**config.mk**
```make
export PLATFORM = sky130hd
export DESIGN_NAME = fc_credit_gate
export DESIGN_NICKNAME = d
export VERILOG_FILES = /design/src/rtl/fcg_pkg.sv /design/src/rtl/fcg_ctrl.sv /design/src/rtl/fcg_slot.sv /design/src/rtl/fc_credit_gate.sv
export SDC_FILE = /design/constraint.sdc
export NUM_CORES = 1
export LEC_CHECK = 0
export BUFFER_PORTS_ARGS = -buffer_cell sky130_fd_sc_hd__buf_4
export CAP_MARGIN = 0
export CORE_ASPECT_RATIO = 1.5
export CORE_UTILIZATION = 50
export CTS_CLUSTER_SIZE = 8
export DETAILED_ROUTE_END_ITERATION = 12
export PLACE_DENSITY = 0.7
export RECOVER_POWER = 50
export SETUP_SLACK_MARGIN = 0.5
export SYNTH_ARGS = -nofsm -noshare
export SYNTH_HDL_FRONTEND = slang
export SYNTH_SLANG_ARGS = --single-unit
```
**constraint.sdc**
```tcl
create_clock -name clk -period 5.7 [get_ports clk]
set_input_delay 0.855 -clock clk [delete_from_list [all_inputs] [get_ports clk]]
set_output_delay 0.855 -clock clk [all_outputs]
set_load 0.03 [all_outputs]
```
**src/rtl/fcg_pkg.sv**
```systemverilog
package fcg_pkg;
    localparam int NUM_CLS = 3;

    typedef enum logic [1:0] {
        CLS_POSTED = 2'd0,
        CLS_NONPOST = 2'd1,
        CLS_CPL = 2'd2,
        CLS_BAD = 2'd3
    } fc_cls_e;

    typedef enum logic [1:0] {
        ST_DOWN = 2'd0,
        ST_LOAD = 2'd1,
        ST_RUN = 2'd2
    } fc_state_e;
endpackage

```
**src/rtl/fcg_ctrl.sv**
```systemverilog
module fcg_ctrl
    import fcg_pkg::*;
(
    input  logic               clk,
    input  logic               rst_n,
    input  logic               lim_valid,
    input  logic               lim_kind,
    input  logic [1:0]         lim_cls,
    output logic [NUM_CLS-1:0] load_en,
    output logic [NUM_CLS-1:0] upd_en,
    output logic               run
);
    fc_state_e state_q, state_d;
    logic [NUM_CLS-1:0] seen_q, seen_d;
    logic [NUM_CLS-1:0] cls_hit;
    logic init_msg, upd_msg;

    always_comb begin
        cls_hit = '0;
        for (int c = 0; c < NUM_CLS; c++) begin
            cls_hit[c] = (lim_cls == 2'(c));
        end
    end

    assign init_msg = lim_valid && lim_kind && (lim_cls != CLS_BAD);
    assign upd_msg  = lim_valid && !lim_kind && (lim_cls != CLS_BAD);

    // state register
    always_ff @(posedge clk) begin
        if (!rst_n) begin
            state_q <= ST_DOWN;
            seen_q  <= '0;
        end else begin
            state_q <= state_d;
            seen_q  <= seen_d;
        end
    end

    // next state
    always_comb begin
        state_d = state_q;
        seen_d  = seen_q;
        unique case (state_q)
            ST_DOWN: begin
                if (init_msg) begin
                    seen_d  = cls_hit;
                    state_d = (&cls_hit) ? ST_RUN : ST_LOAD;
                end
            end
            ST_LOAD: begin
                if (init_msg) begin
                    seen_d = seen_q | cls_hit;
                    if (&(seen_q | cls_hit)) begin
                        state_d = ST_RUN;
                    end
                end
            end
            ST_RUN: begin
                state_d = ST_RUN;
            end
            default: begin
                state_d = ST_DOWN;
                seen_d  = '0;
            end
        endcase
    end

    // outputs
    always_comb begin
        load_en = '0;
        upd_en  = '0;
        run     = 1'b0;
        unique case (state_q)
            ST_DOWN, ST_LOAD: begin
                if (init_msg) load_en = cls_hit;
            end
            ST_RUN: begin
                run = 1'b1;
                if (upd_msg) upd_en = cls_hit;
            end
            default: begin
                run = 1'b0;
            end
        endcase
    end

    AST_RUN_STICKY: assert property (@(posedge clk) disable iff (!rst_n)
        (state_q == ST_RUN) |=> (state_q == ST_RUN));
    AST_NO_LOAD_IN_RUN: assert property (@(posedge clk) disable iff (!rst_n)
        run |-> (load_en == '0));
endmodule

```
**src/rtl/fcg_slot.sv**
```systemverilog
module fcg_slot #(
    parameter int W = 8
) (
    input  logic         clk,
    input  logic         rst_n,
    input  logic         load,
    input  logic         upd,
    input  logic [W-1:0] val,
    input  logic [W-1:0] need,
    input  logic         take,
    output logic         pass
);
    logic [W-1:0] lim_q;
    logic [W-1:0] used_q;
    logic         inf_q;
    logic [W-1:0] after;
    logic [W-1:0] gap;

    always_ff @(posedge clk) begin
        if (!rst_n) begin
            lim_q  <= '0;
            used_q <= '0;
            inf_q  <= 1'b0;
        end else begin
            if (load) begin
                lim_q <= val;
                inf_q <= (val == '0);
            end else if (upd && !inf_q) begin
                lim_q <= val;
            end
            if (take) begin
                used_q <= used_q + need;
            end
        end
    end

    // modular headroom: the sign bit of the gap tells "would pass the limit"
    always_comb begin
        after = used_q + need;
        gap   = lim_q - after;
        pass  = inf_q || !gap[W-1];
    end

    AST_USED_HOLD: assert property (@(posedge clk) disable iff (!rst_n)
        !take |=> $stable(used_q));
    AST_USED_STEP: assert property (@(posedge clk) disable iff (!rst_n)
        take |=> (used_q == W'($past(used_q) + $past(need))));
    AST_INF_LIMIT_FROZEN: assert property (@(posedge clk) disable iff (!rst_n)
        (inf_q && !load) |=> $stable(lim_q));
endmodule

```
**src/rtl/fc_credit_gate.sv**
```systemverilog
module fc_credit_gate
    import fcg_pkg::*;
#(
    parameter int HDR_W = 8,
    parameter int DAT_W = 12,
    parameter int DW_W  = 11
) (
    input  logic             clk,
    input  logic             rst_n,
    input  logic             lim_valid,
    input  logic             lim_kind,
    input  logic [1:0]       lim_cls,
    input  logic [HDR_W-1:0] lim_hdr,
    input  logic [DAT_W-1:0] lim_dat,
    input  logic             req_valid,
    input  logic [1:0]       req_cls,
    input  logic [DW_W-1:0]  req_dw,
    output logic             grant,
    output logic             stall,
    output logic             link_ready
);
    localparam logic [HDR_W-1:0] HDR_NEED = HDR_W'(1);

    logic [NUM_CLS-1:0] load_en, upd_en, sel, hpass, dpass, take;
    logic               run;
    logic [DW_W:0]      dw_sum;
    logic [DAT_W-1:0]   dat_need;
    logic               cls_ok;

    fcg_ctrl u_ctrl (
        .clk       (clk),
        .rst_n     (rst_n),
        .lim_valid (lim_valid),
        .lim_kind  (lim_kind),
        .lim_cls   (lim_cls),
        .load_en   (load_en),
        .upd_en    (upd_en),
        .run       (run)
    );

    // data units: started groups of four dwords
    assign dw_sum   = {1'b0, req_dw} + (DW_W+1)'(3);
    assign dat_need = DAT_W'(dw_sum[DW_W:2]);

    generate
        for (genvar c = 0; c < NUM_CLS; c++) begin : g_cls
            assign sel[c]  = (req_cls == 2'(c));
            assign take[c] = grant && sel[c];

            fcg_slot #(.W(HDR_W)) u_hdr (
                .clk   (clk),
                .rst_n (rst_n),
                .load  (load_en[c]),
                .upd   (upd_en[c]),
                .val   (lim_hdr),
                .need  (HDR_NEED),
                .take  (take[c]),
                .pass  (hpass[c])
            );

            fcg_slot #(.W(DAT_W)) u_dat (
                .clk   (clk),
                .rst_n (rst_n),
                .load  (load_en[c]),
                .upd   (upd_en[c]),
                .val   (lim_dat),
                .need  (dat_need),
                .take  (take[c]),
                .pass  (dpass[c])
            );
        end
    endgenerate

    assign cls_ok     = |(sel & hpass & dpass);
    assign grant      = req_valid && run && cls_ok;
    assign stall      = req_valid && !grant;
    assign link_ready = run;

    AST_GRANT_ONLY_RUN: assert property (@(posedge clk) disable iff (!rst_n)
        grant |-> link_ready);
    AST_BAD_CLASS_BLOCKED: assert property (@(posedge clk) disable iff (!rst_n)
        (req_cls == CLS_BAD) |-> !grant);
    AST_GRANT_STALL_EXCL: assert property (@(posedge clk) disable iff (!rst_n)
        !(grant && stall));
    AST_ONE_TAKE: assert property (@(posedge clk) disable iff (!rst_n)
        $onehot0(take));
endmodule

```
# Yosys cells after proc, flatten, opt, wreduce, memory -nomap -nowiden
# Index checks and enable logic that the tools add are counted.
# word_totals
elab_cells,125
reg_bits,131
inputBits,40
# classes
bitwise,4
n_addsub,13
n_eq_ne,10
muxes,25
n_reduce_logical,53
# ops
op,n
$mux 12,6
$mux 8,6
$add 12x10->12,3
$sub 12x12->12,3
$add 8x1->8 const B,3
$sub 8x8->8,3
$mux 3,6
$logic_and 1x1->1,16
$logic_not 1->1,14
$add 11x2->12 const B,1
$logic_not 12->1,1
$reduce_and 3->1,4
$reduce_bool 2->1,6
$pmux 3 s3,1
$logic_not 8->1,1
$mux 2,4
$and 3x3->3,2
$eq 2x1->1 const B,3
$eq 2x2->1 const B,3
$logic_not 2->1,3
$logic_or 1x1->1,6
$ne 2x1->1 const B,3
$pmux 2 s3,1
$or 3x3->3,1
5 further kinds,5

# Longest topological paths before layout
# logic_depth
ltp_word,10
depth_mapped,22
mapped_depth_nobuf,20

# By module
# From an unflattened synthesis, not the netlist that was laid out.
# unflattened
cells_unflattened,1038
area_unflattened_um2,9062.4
# by_module_without_submodules
module,cells_per_inst,n_inst,area_per_inst_um2
fcg_slot at g_cls[0].u_dat ...,194,3,1667.8
fcg_slot at g_cls[0].u_hdr ...,123,2,1147.4
fcg_slot at g_cls[2].u_hdr,123,1,1149.9
fcg_ctrl,53,1,391.6
fc_credit_gate,34,1,222.7

# Worst setup path before layout
# Ideal clock, no wire load.
# synth_path
path_type,input to output
start,input port req_dw[1]
end,output port stall
path_stages,20
required_time_ns,4.845
path_slack_ns,-0.774
t_arrival_ns,5.619
cell_sequence,o21a_1 > nand3_1 > nor2_1 > nand3_1 > nor2_1 > xor2_1 > ha_1 > or3_1 > o21ai_0 > nor2_1 > a211oi_1 > xor2_1 > ha_1 > and3_1 > a2111oi_0 > o211ai_1 > mux2_2 > buf_2 > nor2_1 > nor4b_1
# synth_between
elab_chain_cells,10
word_cells_on_any_way,18
classes_between,add/sub (7); bitwise (1); reduce/logical (10)
# synth_rtl
item,line,source
"start, declared",fc_credit_gate.sv:17,"input logic [DW_W-1:0] req_dw,"
$add 11x2->12 *,fc_credit_gate.sv:42,"assign dw_sum = {1'b0, req_dw} + (DW_W+1)'(3);"
$add 12x10->12,fcg_slot.sv:39,after = used_q + need;
$sub 12x12->12,fcg_slot.sv:40,gap = lim_q - after;
$logic_not 1->1,fcg_slot.sv:41,pass = inf_q || !gap[W-1];
$logic_or 1x1->1,fcg_slot.sv:41,
$and 3x3->3 *,fc_credit_gate.sv:74,assign cls_ok = |(sel & hpass & dpass);
$reduce_or 3->1 *,fc_credit_gate.sv:74,
$logic_and 1x1->1 *,fc_credit_gate.sv:75,assign grant = req_valid && run && cls_ok;
$logic_not 1->1 *,fc_credit_gate.sv:76,assign stall = req_valid && !grant;
$logic_and 1x1->1 *,fc_credit_gate.sv:76,
"end, declared",fc_credit_gate.sv:19,"output logic stall,"
# Mark *: on every way between the ends. The rest lies on a longest branch, timed or not.

# Worst setup path after layout
# layout_path
start,input port req_dw[0]
end,output port grant
# layout_between
elab_chain_cells,8
word_cells_on_any_way,16
classes_between,add/sub (7); bitwise (1); reduce/logical (8)
# layout_rtl
item,line,source
$add 11x2->12 *,fc_credit_gate.sv:42,
$add 12x10->12,fcg_slot.sv:39,
$sub 12x12->12,fcg_slot.sv:40,
$logic_not 1->1,fcg_slot.sv:41,
$logic_or 1x1->1,fcg_slot.sv:41,
$and 3x3->3 *,fc_credit_gate.sv:74,
$reduce_or 3->1 *,fc_credit_gate.sv:74,
$logic_and 1x1->1 *,fc_credit_gate.sv:75,
"end, declared",fc_credit_gate.sv:18,"output logic grant,"
# Marks and branches as above.

==> report_table.html <==
<table>
<tr><th>Metric</th><th>Value</th></tr>
<tr><th colspan="2">Status</th></tr>
<tr><td>Result of the run</td><td>finished with violations</td></tr>
<tr><td>Failing checks</td><td>max-capacitance violations, max-slew violations</td></tr>
<tr><th colspan="2">Yosys</th></tr>
<tr><td>Count of flip-flops with a built-in enable after synthesis</td><td>0</td></tr>
<tr><td>Number of instances in the synthesized netlist</td><td>935</td></tr>
<tr><td>Top cells by area in the synthesized netlist</td><td>sky130_fd_sc_hd__dfxtp_1 32%, sky130_fd_sc_hd__ha_1 13%, sky130_fd_sc_hd__mux2i_1 8.3%</td></tr>
<tr><td>Netlist area before placement</td><td>roughly 8200 um^2</td></tr>
<tr><td>Sequential element share of the synthesized area</td><td>31.80%</td></tr>
<tr><td>Count of unique library cells instantiated by Yosys</td><td>61</td></tr>
<tr><td>Net count after synthesis</td><td>1064</td></tr>
<tr><td>Mean Syn Cell Area</td><td>8.821 um^2</td></tr>
<tr><td>Top cells by count, synth</td><td>131 x sky130_fd_sc_hd__dfxtp_1, 105 x sky130_fd_sc_hd__nor2_1, 86 x sky130_fd_sc_hd__ha_1</td></tr>
<tr><td>Count of synthesis-stage warnings from yosys</td><td>0</td></tr>
<tr><td>Synth async-reset ratio</td><td>0%</td></tr>
<tr><td>Synth area leader</td><td>sky130_fd_sc_hd__dfxtp_1</td></tr>
<tr><td>Top-area cell type share of the netlist area</td><td>a little under a third</td></tr>
<tr><td>Seq cells post-synth</td><td>131</td></tr>
<tr><td>Most used standard cell by instance count after synthesis</td><td>sky130_fd_sc_hd__dfxtp_1</td></tr>
<tr><td>Dominant synthesized flop cell</td><td>sky130_fd_sc_hd__dfxtp_1</td></tr>
<tr><th colspan="2">Detailed routing</th></tr>
<tr><td>Length of the first detailed-routing pass in iterations</td><td>5</td></tr>
<tr><td>Number of DRC markers after the initial detailed-route iteration</td><td>420</td></tr>
<tr><td>Per-cell via count in the routed design</td><td>6.004</td></tr>
<tr><td>Total wire length</td><td>22.95 mm</td></tr>
<tr><td>Final routed wire length divided by cell count</td><td>18.33 um</td></tr>
<tr><td>Final ANT Viol Nets</td><td>0</td></tr>
<tr><td>Number of remaining DRC errors</td><td>0</td></tr>
<tr><td>Routed via count</td><td>7517</td></tr>
<tr><th colspan="2">Placement</th></tr>
<tr><td>Number of I/O port buffers</td><td>42</td></tr>
<tr><td>Routability-driven placement congestion ratio</td><td>between 0.8 and 0.9</td></tr>
<tr><td>Detail Placement HPWL</td><td>~16 mm</td></tr>
<tr><th colspan="2">Flow run</th></tr>
<tr><td>Max-capacitance violation count</td><td>1</td></tr>
<tr><th colspan="2">CTS</th></tr>
<tr><td>Clock tree from TritonCTS</td><td>built</td></tr>
<tr><td>Clock buffer depth</td><td>2</td></tr>
<tr><td>Latest clock arrival within the worst-skew pair</td><td>approximately 0.42 ns</td></tr>
<tr><td>CTS HTree Levels</td><td>4</td></tr>
<tr><td>Number of buffers created by CTS</td><td>17</td></tr>
<tr><td>Root buf cell</td><td>sky130_fd_sc_hd__clkbuf_16</td></tr>
<tr><td>Clock transition at the registers of the reported paths</td><td>approximately 0.05 ns</td></tr>
<tr><td>Clock Sinks</td><td>131</td></tr>
<tr><th colspan="2">Hold path</th></tr>
<tr><td>Class of the tightest hold or removal check</td><td>flop to flop</td></tr>
<tr><td>Number of stages on the worst hold path</td><td>2</td></tr>
<tr><td>Worst Hold End</td><td>g_cls[1].u_hdr.inf_q</td></tr>
<tr><td>Startpoint of the most critical hold path</td><td>g_cls[1].u_hdr.inf_q</td></tr>
<tr><th colspan="2">Worst setup path</th></tr>
<tr><td>Number of cells on the worst reg-to-reg path</td><td>18</td></tr>
<tr><td>Arrival time of data at the critical path endpoint</td><td>4.84 ns</td></tr>
<tr><td>Startpoint of the most critical register-to-register path</td><td>g_cls[0].u_dat.used_q[0]</td></tr>
<tr><td>WS Path Type</td><td>input port to output port</td></tr>
<tr><td>Largest fanout on the critical path</td><td>4</td></tr>
<tr><td>Register-to-register setup slack</td><td>1.40 ns</td></tr>
<tr><td>Critical register-to-register path endpoint</td><td>g_cls[0].u_hdr.used_q[7]</td></tr>
<tr><td>Kind of launch point of the worst setup path</td><td>input port</td></tr>
<tr><td>Required time at the worst-slack endpoint</td><td>4.85 ns</td></tr>
<tr><td>Crit end category</td><td>output port</td></tr>
<tr><th colspan="2">GRT</th></tr>
<tr><td>Number of antenna violations at the first check in global routing</td><td>0</td></tr>
<tr><td>Global route overflow</td><td>0</td></tr>
<tr><td>First-pass GRT wire length</td><td>36.07 mm</td></tr>
<tr><td>Pin count of the biggest net entering global routing</td><td>between 100 and 150</td></tr>
<tr><td>Vias in the first global route</td><td>7492</td></tr>
<tr><td>Overall routing resource usage</td><td>27.30%</td></tr>
<tr><th colspan="2">Layout</th></tr>
<tr><td>Area delta synth-&gt;final</td><td>29.08%</td></tr>
<tr><td>Final standard cell utilization of the core</td><td>65.76%</td></tr>
<tr><td>Layout cell share with drive strength beyond 1</td><td>between 20% and 30%</td></tr>
<tr><td>N_diodes</td><td>0</td></tr>
<tr><td>Number of nets in the final layout</td><td>1165</td></tr>
<tr><th colspan="2">Timing</th></tr>
<tr><td>RSZ-0062 raised after global routing</td><td>true</td></tr>
<tr><td>Final period utilization</td><td>99.83%</td></tr>
<tr><td>Tmin final</td><td>5.690 ns</td></tr>
<tr><td>Final number of hold-violating endpoints</td><td>0</td></tr>
<tr><td>Setup clock skew after layout</td><td>0.008657 ns</td></tr>
<tr><td>Setup Viol. Count Final</td><td>0</td></tr>
<tr><td>Slew of the pin with the lowest slew margin</td><td>around 1.5 ns</td></tr>
<tr><td>Max transition margin</td><td>-1.260%</td></tr>
<tr><td>Number of slew-limit violations in the final report</td><td>9</td></tr>
<tr><td>Highest clock frequency the design can meet</td><td>175.7 MHz</td></tr>
<tr><th colspan="2">Floorplan</th></tr>
<tr><td>Effective utilization at floorplan</td><td>50.95%</td></tr>
<tr><td>Die Area</td><td>17020 um^2</td></tr>
<tr><td>Die boundary height</td><td>159.3 um</td></tr>
<tr><td>Core footprint</td><td>between 15000 and 20000 um^2</td></tr>
<tr><td>Die span in x</td><td>around 110 um</td></tr>
<tr><td>Count of pins on the block boundary</td><td>43</td></tr>
<tr><td>Std-Cell Rows</td><td>57</td></tr>
<tr><th colspan="2">Power and ir drop</th></tr>
<tr><td>Total chip power</td><td>2251 uW</td></tr>
<tr><td>Largest voltage drop on the vdd net</td><td>0.1416 mV</td></tr>
<tr><td>Cell leakage power</td><td>~0.0046 uW</td></tr>
<tr><td>Power per Cell Area</td><td>211.5 nW/um^2</td></tr>
</table>
critical path, cell delays in order:
cell and delay [ns]:
sky130_fd_sc_hd__buf_4 0.09, sky130_fd_sc_hd__o21a_4 0.20, sky130_fd_sc_hd__nand3_4 0.09, sky130_fd_sc_hd__nor2_4 0.20, sky130_fd_sc_hd__nand3_4 0.14, sky130_fd_sc_hd__xnor2_4 0.16
sky130_fd_sc_hd__buf_12 0.14, sky130_fd_sc_hd__buf_6 0.11, sky130_fd_sc_hd__ha_2 0.18, sky130_fd_sc_hd__or3_4 0.42, sky130_fd_sc_hd__a21oi_4 0.14, sky130_fd_sc_hd__nor2_1 0.08
sky130_fd_sc_hd__a21oi_2 0.17, sky130_fd_sc_hd__xor2_2 0.26, sky130_fd_sc_hd__ha_4 0.26, sky130_fd_sc_hd__nor4_4 0.28, sky130_fd_sc_hd__a2111oi_2 0.06, sky130_fd_sc_hd__o211ai_1 0.18
sky130_fd_sc_hd__mux2_4 0.23, sky130_fd_sc_hd__nor2_4 0.05, sky130_fd_sc_hd__or3_4 0.40, sky130_fd_sc_hd__buf_6 0.15
placed cells by master, fill, tap and decap left out, types with 20 or more instances in the layout:
cell type,instances
sky130_fd_sc_hd__ha_1,68
sky130_fd_sc_hd__o21ai_0,31
sky130_fd_sc_hd__mux2i_1,68
sky130_fd_sc_hd__o211ai_1,21
sky130_fd_sc_hd__xnor2_1,20
sky130_fd_sc_hd__a21oi_1,62
sky130_fd_sc_hd__buf_4,102
sky130_fd_sc_hd__nand3_1,39
sky130_fd_sc_hd__nor2_1,95
sky130_fd_sc_hd__dfxtp_1,131
sky130_fd_sc_hd__nand2_1,36
sky130_fd_sc_hd__xor2_1,26
sky130_fd_sc_hd__o31ai_1,21
worst max-delay path by stage:
stage	slack, ns	start	to
6_report	0.01	req_dw[0]	grant
5_1_grt	-0.16	req_dw[0]	grant
4_1_cts	0.08	req_dw[1]	grant
3_5_place_dp	-0.17	req_dw[0]	grant
3_3_place_gp	-0.13	req_dw[0]	grant
2_1_floorplan	0.40	req_dw[0]	stall
state kept, by name, indices dropped and copies added, names as in the netlist:
name	cells
g_cls.u_dat.inf_q	3
g_cls.u_hdr.lim_q	24
g_cls.u_hdr.used_q	24
g_cls.u_hdr.inf_q	3
u_ctrl.seen_q	3
g_cls.u_dat.used_q	36
g_cls.u_dat.lim_q	36
u_ctrl.state_q	2
kinds of logic after synthesis:
logic type,synth area share [%]
multiplexers,8.707
AND/OR/NAND/NOR,16.88
XOR/XNOR,6.053
adder cells (fa/ha/maj),13.77
flip-flops,31.80
buffers and inverters,2.806
AO/OA/AOI/OAI,19.98
layer usage:
metal  track usage [%]  vias to the layer above  routed length (um)
met5                 0                        -                   0
met1             29.21                     3589                8852
met2             50.21                      183               12130
met3             4.748                       69                 939
met4             14.07                        0                1027
li1                  -                     3676                   -
timing repair:
item | CTS | global route
pin swaps | 66 | 41
gates resized for setup | 64 | 31
endpoints found under the setup margin | 2 | 2
hold buffers | 0 | 0
buffers inserted | 21 | 10
report_power, final:
part	total [uW]	internal [uW]	switching, uW	leakage (uW)
sequential	933	926	7.15	0.00106
combinational	311	136	176	0.00332
clock	1010	613	394	0.000252
total	2250	1680	576	0.00463
area by class of cell:
cell class                      count  area, um^2
Multi-Input combinational cell    747        6182
Clock inverter                      5       55.05
Timing Repair Buffer              122       992.2
Fill cell                        1320        5543
Inverter                           17       65.06
Sequential cell                   131        2623
Tap cell                          206       257.7
Clock buffer                       24       471.7
metrics by stage:
step / setup slack, ns / area, um^2 / setup TNS [ns] / std cells / hold slack (ns)
floorplan: 0.4025 / 8541 / 0 / 935 / 0.4499
global placement: -0.1301 / 9328 / -0.1932 / 1192 / 0.4668
detailed placement: -0.1705 / 9328 / -0.2748 / 1192 / 0.4750
CTS: 0.07724 / 10390 / 0 / 1242 / 0.4839
global route: -0.1611 / 10650 / -0.2905 / 1252 / 0.5102
finish: 0.009526 / 10650 / 0 / 1252 / 0.4872
Note: power is estimated with default switching activity, not from simulation.
